**src/rtl/ramfifo_pkg.sv**
```systemverilog
package ramfifo_pkg;

    typedef enum logic [1:0] {
        TMP_OFF  = 2'd0,
        TMP_RD   = 2'd1,
        TMP_WR   = 2'd2,
        TMP_OFF3 = 2'd3
    } tmp_mode_e;

    localparam int NFLG      = 4;
    localparam int FLG_RDOVF = 3;
    localparam int FLG_WROVF = 2;
    localparam int FLG_FULL  = 1;
    localparam int FLG_EMPTY = 0;

    localparam logic REG_CTRL = 1'b0;
    localparam logic REG_STAT = 1'b1;

endpackage

```
**src/rtl/rf_ptr_adv.sv**
```systemverilog
module rf_ptr_adv #(
    parameter int             AW  = 8,
    parameter logic [AW-1:0]  LO  = 'h10,
    parameter logic [AW-1:0]  HI  = 'h17
) (
    input  logic [AW-1:0] ptr_i,
    input  logic          step_i,
    output logic [AW-1:0] ptr_o,
    output logic          wrap_o
);
    logic at_end;

    always_comb begin
        at_end = (ptr_i == HI);
        wrap_o = step_i && at_end;
        if (!step_i) begin
            ptr_o = ptr_i;
        end else if (at_end) begin
            ptr_o = LO;
        end else begin
            ptr_o = ptr_i + AW'(1);
        end
    end

    initial begin
        assert (HI >= LO) else $error("region end below region start");
    end
endmodule

```
**src/rtl/rf_flag_regs.sv**
```systemverilog
module rf_flag_regs
    import ramfifo_pkg::*;
(
    input  logic            clk,
    input  logic            rst_n,
    input  logic [NFLG-1:0] det_i,
    input  logic            ctrl_we_i,
    input  logic [NFLG-1:0] ctrl_wdata_i,
    input  logic            stat_we_i,
    input  logic            stat_re_i,
    input  logic [NFLG-1:0] stat_wdata_i,
    output logic [NFLG-1:0] en_o,
    output logic [NFLG-1:0] stat_o
);
    typedef struct packed {
        logic [NFLG-1:0] en;
        logic [NFLG-1:0] stat;
        logic [NFLG-1:0] arm;
    } flag_state_t;

    flag_state_t fs_d, fs_q;
    logic [NFLG-1:0] set_v, clr_v;

    always_comb begin
        fs_d  = fs_q;
        set_v = det_i & fs_q.en;
        clr_v = stat_we_i ? (fs_q.arm & ~stat_wdata_i) : '0;
        if (ctrl_we_i) begin
            fs_d.en = ctrl_wdata_i;
        end
        fs_d.stat = (fs_q.stat & ~clr_v) | set_v;
        if (stat_re_i) begin
            fs_d.arm = fs_q.stat;
        end else if (stat_we_i) begin
            fs_d.arm = '0;
        end
    end

    always_ff @(posedge clk or negedge rst_n) begin
        if (!rst_n) begin
            fs_q <= '0;
        end else begin
            fs_q <= fs_d;
        end
    end

    assign en_o   = fs_q.en;
    assign stat_o = fs_q.stat;

    assert_ctrl_rw_R2: assert property (@(posedge clk) disable iff (!rst_n)
        ctrl_we_i |=> (en_o == $past(ctrl_wdata_i)));

    assert_rdovf_gated_R4: assert property (@(posedge clk) disable iff (!rst_n)
        (!stat_o[FLG_RDOVF] && !en_o[FLG_RDOVF]) |=> !stat_o[FLG_RDOVF]);

    assert_wrovf_gated_R5: assert property (@(posedge clk) disable iff (!rst_n)
        (!stat_o[FLG_WROVF] && !en_o[FLG_WROVF]) |=> !stat_o[FLG_WROVF]);

    assert_full_gated_R6: assert property (@(posedge clk) disable iff (!rst_n)
        (!stat_o[FLG_FULL] && !en_o[FLG_FULL]) |=> !stat_o[FLG_FULL]);

    assert_empty_gated_R7: assert property (@(posedge clk) disable iff (!rst_n)
        (!stat_o[FLG_EMPTY] && !en_o[FLG_EMPTY]) |=> !stat_o[FLG_EMPTY]);

    assert_sticky_R10: assert property (@(posedge clk) disable iff (!rst_n)
        !stat_we_i |=> ((stat_o & $past(stat_o)) == $past(stat_o)));
endmodule

```
**src/rtl/ramfifo_ptr_ctrl.sv**
```systemverilog
module ramfifo_ptr_ctrl
    import ramfifo_pkg::*;
#(
    parameter int            AW        = 8,
    parameter logic [AW-1:0] REGION_LO = 'h10,
    parameter logic [AW-1:0] REGION_HI = 'h17
) (
    input  logic          clk,
    input  logic          rst_n,
    input  logic          wr_cyc_i,
    input  logic          rd_cyc_i,
    input  logic [1:0]    tmp_sel_i,
    input  logic          reg_addr_i,
    input  logic          reg_we_i,
    input  logic          reg_re_i,
    input  logic [7:0]    reg_wdata_i,
    output logic [7:0]    reg_rdata_o,
    output logic [AW-1:0] war_o,
    output logic [AW-1:0] rar_o,
    output logic [AW-1:0] tmp_o,
    output logic [3:0]    status_o
);
    localparam int CTRL_SHIFT = 8 - NFLG;

    typedef struct packed {
        logic [AW-1:0] war;
        logic [AW-1:0] rar;
        logic [AW-1:0] tmp;
        tmp_mode_e     mode;
    } ptr_state_t;

    ptr_state_t st_d, st_q;

    tmp_mode_e       mode_eff;
    logic            mode_chg;
    logic [AW-1:0]   tmp_base;
    logic [AW-1:0]   ws_cur, rs_cur, ws_nxt, rs_nxt;
    logic            ws_wrap, rs_wrap;
    logic [NFLG-1:0] det_v, en_v, stat_v;
    logic            ctrl_we, stat_we, stat_re;

    // role decode and temporary pointer load on a role change
    always_comb begin
        unique case (tmp_sel_i)
            2'd1:    mode_eff = TMP_RD;
            2'd2:    mode_eff = TMP_WR;
            default: mode_eff = TMP_OFF;
        endcase
        mode_chg = (mode_eff != st_q.mode);
        tmp_base = st_q.tmp;
        if (mode_chg && mode_eff == TMP_RD) tmp_base = st_q.rar;
        if (mode_chg && mode_eff == TMP_WR) tmp_base = st_q.war;
        ws_cur = (mode_eff == TMP_WR) ? tmp_base : st_q.war;
        rs_cur = (mode_eff == TMP_RD) ? tmp_base : st_q.rar;
    end

    rf_ptr_adv #(.AW(AW), .LO(REGION_LO), .HI(REGION_HI)) u_wside (
        .ptr_i  (ws_cur),
        .step_i (wr_cyc_i),
        .ptr_o  (ws_nxt),
        .wrap_o (ws_wrap)
    );

    rf_ptr_adv #(.AW(AW), .LO(REGION_LO), .HI(REGION_HI)) u_rside (
        .ptr_i  (rs_cur),
        .step_i (rd_cyc_i),
        .ptr_o  (rs_nxt),
        .wrap_o (rs_wrap)
    );

    // write first, then read: empty compares against the advanced write side
    always_comb begin
        det_v            = '0;
        det_v[FLG_RDOVF] = rs_wrap;
        det_v[FLG_WROVF] = ws_wrap;
        det_v[FLG_FULL]  = wr_cyc_i && (ws_nxt == rs_cur);
        det_v[FLG_EMPTY] = rd_cyc_i && (rs_nxt == ws_nxt);

        st_d      = st_q;
        st_d.mode = mode_eff;
        st_d.tmp  = tmp_base;
        if (mode_eff == TMP_WR) st_d.tmp = ws_nxt;
        else                    st_d.war = ws_nxt;
        if (mode_eff == TMP_RD) st_d.tmp = rs_nxt;
        else                    st_d.rar = rs_nxt;
    end

    always_ff @(posedge clk or negedge rst_n) begin
        if (!rst_n) begin
            st_q.war  <= REGION_LO;
            st_q.rar  <= REGION_LO;
            st_q.tmp  <= REGION_LO;
            st_q.mode <= TMP_OFF;
        end else begin
            st_q <= st_d;
        end
    end

    assign ctrl_we = reg_we_i && (reg_addr_i == REG_CTRL);
    assign stat_we = reg_we_i && (reg_addr_i == REG_STAT);
    assign stat_re = reg_re_i && (reg_addr_i == REG_STAT);

    rf_flag_regs u_flags (
        .clk          (clk),
        .rst_n        (rst_n),
        .det_i        (det_v),
        .ctrl_we_i    (ctrl_we),
        .ctrl_wdata_i (reg_wdata_i[7:CTRL_SHIFT]),
        .stat_we_i    (stat_we),
        .stat_re_i    (stat_re),
        .stat_wdata_i (reg_wdata_i[NFLG-1:0]),
        .en_o         (en_v),
        .stat_o       (stat_v)
    );

    always_comb begin
        if (reg_addr_i == REG_CTRL) reg_rdata_o = {en_v, {CTRL_SHIFT{1'b0}}};
        else                        reg_rdata_o = {{CTRL_SHIFT{1'b0}}, stat_v};
    end

    assign war_o    = st_q.war;
    assign rar_o    = st_q.rar;
    assign tmp_o    = st_q.tmp;
    assign status_o = stat_v;

    assert_war_in_region_R3: assert property (@(posedge clk) disable iff (!rst_n)
        (war_o >= REGION_LO) && (war_o <= REGION_HI));

    assert_rar_in_region_R3: assert property (@(posedge clk) disable iff (!rst_n)
        (rar_o >= REGION_LO) && (rar_o <= REGION_HI));

    assert_war_wraps_R3: assert property (@(posedge clk) disable iff (!rst_n)
        (wr_cyc_i && tmp_sel_i == 2'd0 && war_o == REGION_HI) |=> (war_o == REGION_LO));

    assert_rar_held_R8: assert property (@(posedge clk) disable iff (!rst_n)
        (tmp_sel_i == 2'd1) |=> (rar_o == $past(rar_o)));

    assert_war_held_R8: assert property (@(posedge clk) disable iff (!rst_n)
        (tmp_sel_i == 2'd2) |=> (war_o == $past(war_o)));
endmodule

```
**config.mk**
```make
export PLATFORM = sky130hd
export DESIGN_NAME = ramfifo_ptr_ctrl
export DESIGN_NICKNAME = d
export VERILOG_FILES = /design/src/rtl/ramfifo_pkg.sv /design/src/rtl/rf_ptr_adv.sv /design/src/rtl/rf_flag_regs.sv /design/src/rtl/ramfifo_ptr_ctrl.sv
export SDC_FILE = /design/constraint.sdc
export NUM_CORES = 1
export LEC_CHECK = 0
export ABC_AREA = 0
export BUFFER_PORTS_ARGS = -buffer_cell sky130_fd_sc_hd__buf_2
export CAP_MARGIN = 25
export CORE_ASPECT_RATIO = 1.1
export CORE_MARGIN = 2
export CORE_UTILIZATION = 33
export DETAILED_ROUTE_END_ITERATION = 6
export GPL_TIMING_DRIVEN = 0
export PLACE_DENSITY_LB_ADDON = 0.15
export SLEW_MARGIN = 0
export SYNTH_ARGS = -nofsm -noshare
export SYNTH_HDL_FRONTEND = slang
export SYNTH_HIERARCHICAL = 1
export SYNTH_SLANG_ARGS = --single-unit
```
**constraint.sdc**
```tcl
create_clock -name clk -period 4.9 [get_ports clk]
set_clock_uncertainty 0.2 [all_clocks]
set_input_delay 0.98 -clock clk [delete_from_list [all_inputs] [get_ports clk]]
set_output_delay 0.98 -clock clk [all_outputs]
set_load 0.03 [all_outputs]
```
==> results of run 1 <==
## synthesized netlist by cell type, types with 5 or more instances
library cell	instances	area, um^2
a21oi_1	9	45.0
a22o_1	8	70.1
and2_1	6	37.5
buf_4	33	248
clkbuf_1	6	22.5
dfrtp_1	35	876
inv_1	11	41.3
mux2_2	9	101
mux2i_1	13	130
nand2_1	57	214
nand2b_1	17	106
nand3_1	5	25.0
nand4_1	6	37.5
nor2_1	21	78.8
nor2b_1	6	37.5
nor4_1	5	31.3
o211ai_1	6	45.0
o21ai_0	20	100
xnor2_1	14	123
xor2_1	11	96.3
## through the flow
stage                     hold slack (ns)  setup TNS (ns)
after floorplan                     0.255               0
after global routing                0.304               0
after CTS                           0.294               0
after global placement              0.278          -0.156
after detailed placement            0.281          -0.150
final                               0.291               0
## flip-flops by register name (all words and copies together) (netlist names)
register,count
st_q,2
u_flags/fs_q,4
u_flags/stat_o,4
tmp_o,8
u_flags/en_o,4
war_o,8
rar_o,8
## routing by layer
metal	vias up	share of wire	wire length [um]
li1	1311	-	-
met1	1241	0.46	3660
met2	73	0.48	3810
met3	10	0.040	316
met4	0	0.022	179
met5	-	0	0
## logic make-up (layout without fill, tap and decap cells)
family,count (synthesis),after routing
AND/OR/NAND/NOR,144,144
buffers and inverters,61,121
XOR/XNOR,25,25
flip-flops,38,38
multiplexers,23,23
AO/OA/AOI/OAI,63,63
adder cells (fa/ha/maj),2,2
## final cells by class
| cell class | instances | area (um^2) |
|---|---|---|
| Timing Repair Buffer | 52 | 260 |
| Tap cell | 114 | 143 |
| Multi-Input combinational cell | 257 | 1660 |
| Buffer | 47 | 319 |
| Clock inverter | 1 | 30.0 |
| Clock buffer | 7 | 86.3 |
| Inverter | 14 | 52.6 |
| Fill cell | 932 | 5320 |
| Sequential cell | 38 | 955 |
## power groups by stage
| stage | registers (W) | logic [W] | clock network [W] |
|---|---|---|---|
| finish | 0.000517 | 0.000989 | 0.000285 |
| floorplan | 0.000483 | 0.000788 | 0 |
| global placement | 0.000522 | 0.000983 | 0 |
| global route | 0.000533 | 0.00107 | 0.000304 |
| CTS | 0.000517 | 0.000992 | 0.000295 |
| detailed placement | 0.000523 | 0.000987 | 0 |
## final timing paths
| kind | endpoint | depth (start not counted) |
|---|---|---|
| max | u_flags/stat_o[1]$_DFF_PN0_ | 17 |
| min | war_o[4]$_DFFE_PN1N_ | 2 |
| max reg2reg | u_flags/stat_o[1]$_DFF_PN0_ | 15 |
| min reg2reg | war_o[4]$_DFFE_PN1N_ | 2 |
| max in group asynchronous | u_flags/fs_q[2]$_DFFE_PN0P_ | 1 |
| min in group asynchronous | rar_o[6]$_DFFE_PN0P_ | 1 |
## layout by cell type, fill, tap and decap left out, types with 5 or more instances in the layout
cell type and count:
buf_2 54, nand4_1 6, inv_1 11, o211ai_1 6
nand2_1 57, a21oi_1 9, buf_4 33, dfrtp_1 35
nor2b_1 6, nand2b_1 17, mux2_2 9, nor4_1 5
nor2_1 21, a22o_1 8, clkbuf_8 6, mux2i_1 13
o21ai_0 20, xnor2_1 14, clkbuf_1 7, xor2_1 11
and2_1 6, nand3_1 5
## worst min-delay path, stage by stage (launching register included)
cell and delay (ns):
dfstp_2 0.38, nand2_1 0.04, o21ai_0 0.06
==> run summary, run 1 <==
Status -> complete, no violations
Initial Util -> 0.338
Fin nets -> 434
Largest net degree at the start of global routing -> 39
PD cells -> 510 nW/um^2
GR Layer Usage met1 -> 0.236
Mux cell area share after synthesis -> 0.0826
Final hold viol count -> 0
Hpwl dp -> 5990 um
EDFF count, synth -> 0
Worst path arrival time -> 4.67 ns
Clock slew at reported path FFs -> 0.07 ns
All-Layer GR Usage -> 0.167
Post-Synth Simple-Gate Area -> 0.251
Share of the yosys chip area belonging to registers -> 0.320
PortBufs -> 52
Finished Cell Area -> 3510 um^2
Net Count, Synth -> 375
Row count -> 36
Critical path's largest stage delay -> 0.56 ns
WS Path Type -> input pin to register
Leakage -> 1.66 nW
Vias -> 2635
GR Layer Usage met2 -> 0.259
Hold wc startpoint -> war_o[4]$_DFFE_PN1N_
Worst path top cell family by delay -> simple AND/OR/NAND/NOR gates
Vias in the first global route -> 2415
Antenna violations before repair -> 0
Met3 Use GR -> 0.0284
Sw Ratio -> 0.446
GR peak layer -> met2
CTS Root Cell -> clkbuf_8
Synth Area in Adders -> 0.00838
Worst skew pair latency -> 0.29 ns
Min-Delay Path Class -> register to register
Antenna-violating nets left -> 0
Syn Std Cell Area -> 2990 um^2
Hold Buf Count CTS -> 0
Compound-Gate Fraction of Synth Area -> 0.140
Logic pwr share -> 0.552
Number of diodes -> 0
GP Congestion -> 0.880
Placed cell count -> 522
Post-CTS Resized -> 0
Tmin final -> 4.65 ns
CTS Sinks -> 38
Fin cells -> 530
Clock buffer count from CTS -> 5
Cells after Synth -> 356
Placeable Area -> 8830 um^2
TritonRoute pass-1 iters -> 4
Routed length per instance -> 15.0 um
Max Freq -> 215 MHz
Gr ovfl total -> 0
Syn avg cell area -> 8.39 um^2
R2r setup slk -> 0.87 ns
CP Buf/Inv Count -> 4
Worst setup EP type -> register
Die area -> 9820 um^2
Main flop type after synthesis -> dfrtp_1
Share of layout cells above drive strength 1 -> 0.305
Peak supply drop -> 0.208 mV
Post-synth ARST share -> 1.00
Final setup margin -> 0.254 ns
CTS tree -> done
Synth unique cells -> 54
Critical path launch point type -> input pin
Register bit total from synthesis -> 38
Critical path cell sequence -> buf_2 > buf_4 > inv_2 > nand2_2 > nor2_4 > mux2_2 > or4b_4 > nor3_2 > nor2_1 > clkbuf_1 > nor3b_1 > o2bb2ai_1 > o211ai_1 > a31oi_1 > nand3_1 > nor4_2 > a22o_1
Total number of yosys warnings -> 6
Iter 0 DRT Violations -> 260
Die Wd -> 94.7 um
Slew headroom -> 0.401
CP required -> 4.93 ns
RSZ-0062 raised after global routing -> no
Fin. max-slew vios -> 0
Die Height -> 104 um
MaxCap Viol Count -> 0
Synth Area in XOR/XNOR -> 0.0733
Finished Core Util -> 0.398
Htree depth -> 2
Clock power share -> 0.159
Final setup violation count -> 0
Worst path slowest cell -> or4b_4
Largest family of logic cells by synthesized area -> simple AND/OR/NAND/NOR gates
Setup Fix Bufs, Post-CTS -> 0
Clock Tree Buf Depth -> 2
Total power -> 0.00179 W
P_int -> 0.000992 W
Io pins -> 53
Routed WL -> 7970 um
Placed cell areas -> 3390 um^2
First-pass GRT wire length -> 12800 um
Layout area overhead -> 17.6%
Reg-to-reg critical path startpoint -> st_q[0]$_DFF_PN0_
Setup WS pre-CTS -> -0.150 ns
Final Cycle Share -> 0.948
Switching Power -> 0.000799 W
Sequential power share -> 0.289
DR DRC count -> 0
Via density -> 4.97
Slew @ Worst Pin -> 0.898 ns
CP Launch Point -> tmp_sel_i[0]
Max FO, Critical Path -> 10
Note: power is estimated with default switching activity, not from simulation.
==> inputs of run 2 (changes only) <==
--- a/config.mk
+++ b/config.mk
@@ -14,6 +14,7 @@
 export DETAILED_ROUTE_END_ITERATION = 6
 export GPL_TIMING_DRIVEN = 0
 export PLACE_DENSITY_LB_ADDON = 0.15
+export RECOVER_POWER = 25
 export SLEW_MARGIN = 0
 export SYNTH_ARGS = -nofsm -noshare
 export SYNTH_HDL_FRONTEND = slang
==> run summary, run 2 (synthesis results as in run 1) <==
Gr ovfl total -> 0
Hpwl dp -> 5990 um
Row count -> 36
Number of diodes -> 0
Fin. max-slew vios -> 39
Final hold viol count -> 0
Critical path launch point type -> input pin
First-pass GRT wire length -> 12800 um
Htree depth -> 2
WS Path Type -> input pin to register
Cell depth of the worst hold path -> 2
Antenna-violating nets left -> 0
Final Cycle Share -> 0.943
Die area -> 9820 um^2
Setup Fix Bufs, Post-CTS -> 0
Die Height -> 104 um
All-Layer GR Usage -> 0.167
Critical path cell sequence -> buf_2 > buf_4 > inv_2 > nand2_2 > nor2_4 > mux2_2 > or4b_4 > nor3_2 > nor2_1 > clkbuf_1 > nor3b_1 > o2bb2ai_1 > o211ai_1 > a31oi_1 > nand3_1 > nor4_2 > a22o_1
Peak supply drop -> 0.206 mV
Met3 Use GR -> 0.0284
MaxCap Viol Count -> 1
Via density -> 4.89
R2r setup slk -> 0.89 ns
CTS tree -> done
GP Congestion -> 0.880
Placeable Area -> 8830 um^2
Routed length per instance -> 15.0 um
PD cells -> 511 nW/um^2
Setup TNS -> 0 ns
Worst skew pair latency -> 0.29 ns
Fin nets -> 434
Clock slew at reported path FFs -> 0.08 ns
Worst path slowest cell -> or4b_4
Initial Util -> 0.338
Max FO, Critical Path -> 10
Hold wc startpoint -> rar_o[4]$_DFFE_PN1P_
Filler cells -> 932
Worst path arrival time -> 4.65 ns
Hold slack -> 0.288 ns
RSZ-0062 raised after global routing -> no
Most frequent cells in the layout -> nand2_1, buf_2, dfrtp_1
GR Layer Usage met1 -> 0.236
DR DRC count -> 0
Max Freq -> 216 MHz
Failing checks -> capacitance limit, slew limit
Commonest non-fill, non-tap cell in the layout -> nand2_1
GR Layer Usage met2 -> 0.259
Iter 0 DRT Violations -> 259
Largest net degree at the start of global routing -> 39
Die Wd -> 94.7 um
Hold Buf Count CTS -> 0
PortBufs -> 52
Slew headroom -> -0.438
R2R Path End -> u_flags/stat_o[1]$_DFF_PN0_
Layout area overhead -> 17.5%
CTS Root Cell -> clkbuf_8
Hold endpoint -> rar_o[4]$_DFFE_PN1P_
Slew @ Worst Pin -> 2.16 ns
Antenna violations before repair -> 0
CP required -> 4.93 ns
Tmin final -> 4.62 ns
Routed WL -> 7950 um
CTS Sinks -> 38
Reg-to-reg critical path startpoint -> st_q[0]$_DFF_PN0_
Post-CTS Resized -> 0
Placed cell areas -> 3390 um^2
TritonRoute pass-1 iters -> 4
Final setup violation count -> 0
Io pins -> 53
Vias in the first global route -> 2415
Finished Cell Area -> 3510 um^2
Worst setup EP type -> register
Leakage -> 1.65 nW
R2r worst-path depth -> 15
Critical path's largest stage delay -> 0.56 ns
Clock buffer count from CTS -> 5
GR peak layer -> met2
Clock Tree Buf Depth -> 2
Share of layout cells above drive strength 1 -> 0.300
Status -> complete, but fails checks
Vias -> 2590
Min-Delay Path Class -> register to register
[run 2: cell types whose count changed in the layout (fill, tap and decap cells not counted), sizes merged]
cell    previous run  this run
buf               92        91
clkbuf            14        15
[run 2: layout make-up]
cell class / count / area [um^2] / area share
Buffer: 47 / 319 / 0.0909
Clock buffer: 7 / 86.3 / 0.0246
Clock inverter: 1 / 30.0 / 0.00856
Inverter: 14 / 52.6 / 0.0150
Multi-Input combinational cell: 257 / 1660 / 0.474
Sequential cell: 38 / 955 / 0.272
Tap cell: 114 / 143 / 0.0407
Timing Repair Buffer: 52 / 259 / 0.0738
[run 2: critical path: cells and delay by family]
kind	cells	cell delay, ns
AND/OR/NAND/NOR	8	2.00
buffers and inverters	4	0.66
AO/OA/AOI/OAI	4	0.60
multiplexers	1	0.40
[run 2: worst max path at each step]
stage	start	end	slack (ns)
2_1_floorplan	tmp_sel_i[0]	u_flags/stat_o[1]$_DFF_PN0_	0.71
3_3_place_gp	tmp_sel_i[0]	u_flags/stat_o[1]$_DFF_PN0_	-0.16
3_5_place_dp	tmp_sel_i[0]	u_flags/stat_o[1]$_DFF_PN0_	-0.15
4_1_cts	tmp_sel_i[0]	u_flags/stat_o[1]$_DFF_PN0_	0.15
5_1_grt	tmp_sel_i[0]	u_flags/stat_o[1]$_DFF_PN0_	0.08
6_report	tmp_sel_i[0]	u_flags/stat_o[1]$_DFF_PN0_	0.28
[run 2: power breakdown]
part           switching (W)  leakage (nW)  internal [W]
Sequential          0.000109         0.481      0.000409
Combinational       0.000571          1.11      0.000417
Clock               0.000120        0.0585      0.000166
[run 2: through the flow]
stage                      util  worst slack [ns]  instances  total power, W
after global routing      0.397            0.0806        530         0.00191
after detailed placement  0.384            -0.150        522         0.00151
after floorplan               -             0.707        356         0.00127
final                     0.397             0.281        530         0.00179
after global placement    0.384            -0.156        522         0.00150
after CTS                 0.397             0.150        530         0.00180
[run 2: routing by layer]
layer	up-vias	part of all wire	wire length (um)
li1	1312	-	-
met1	1216	0.46	3690
met2	52	0.48	3800
met3	10	0.035	279
met4	0	0.023	179
met5	-	0	0
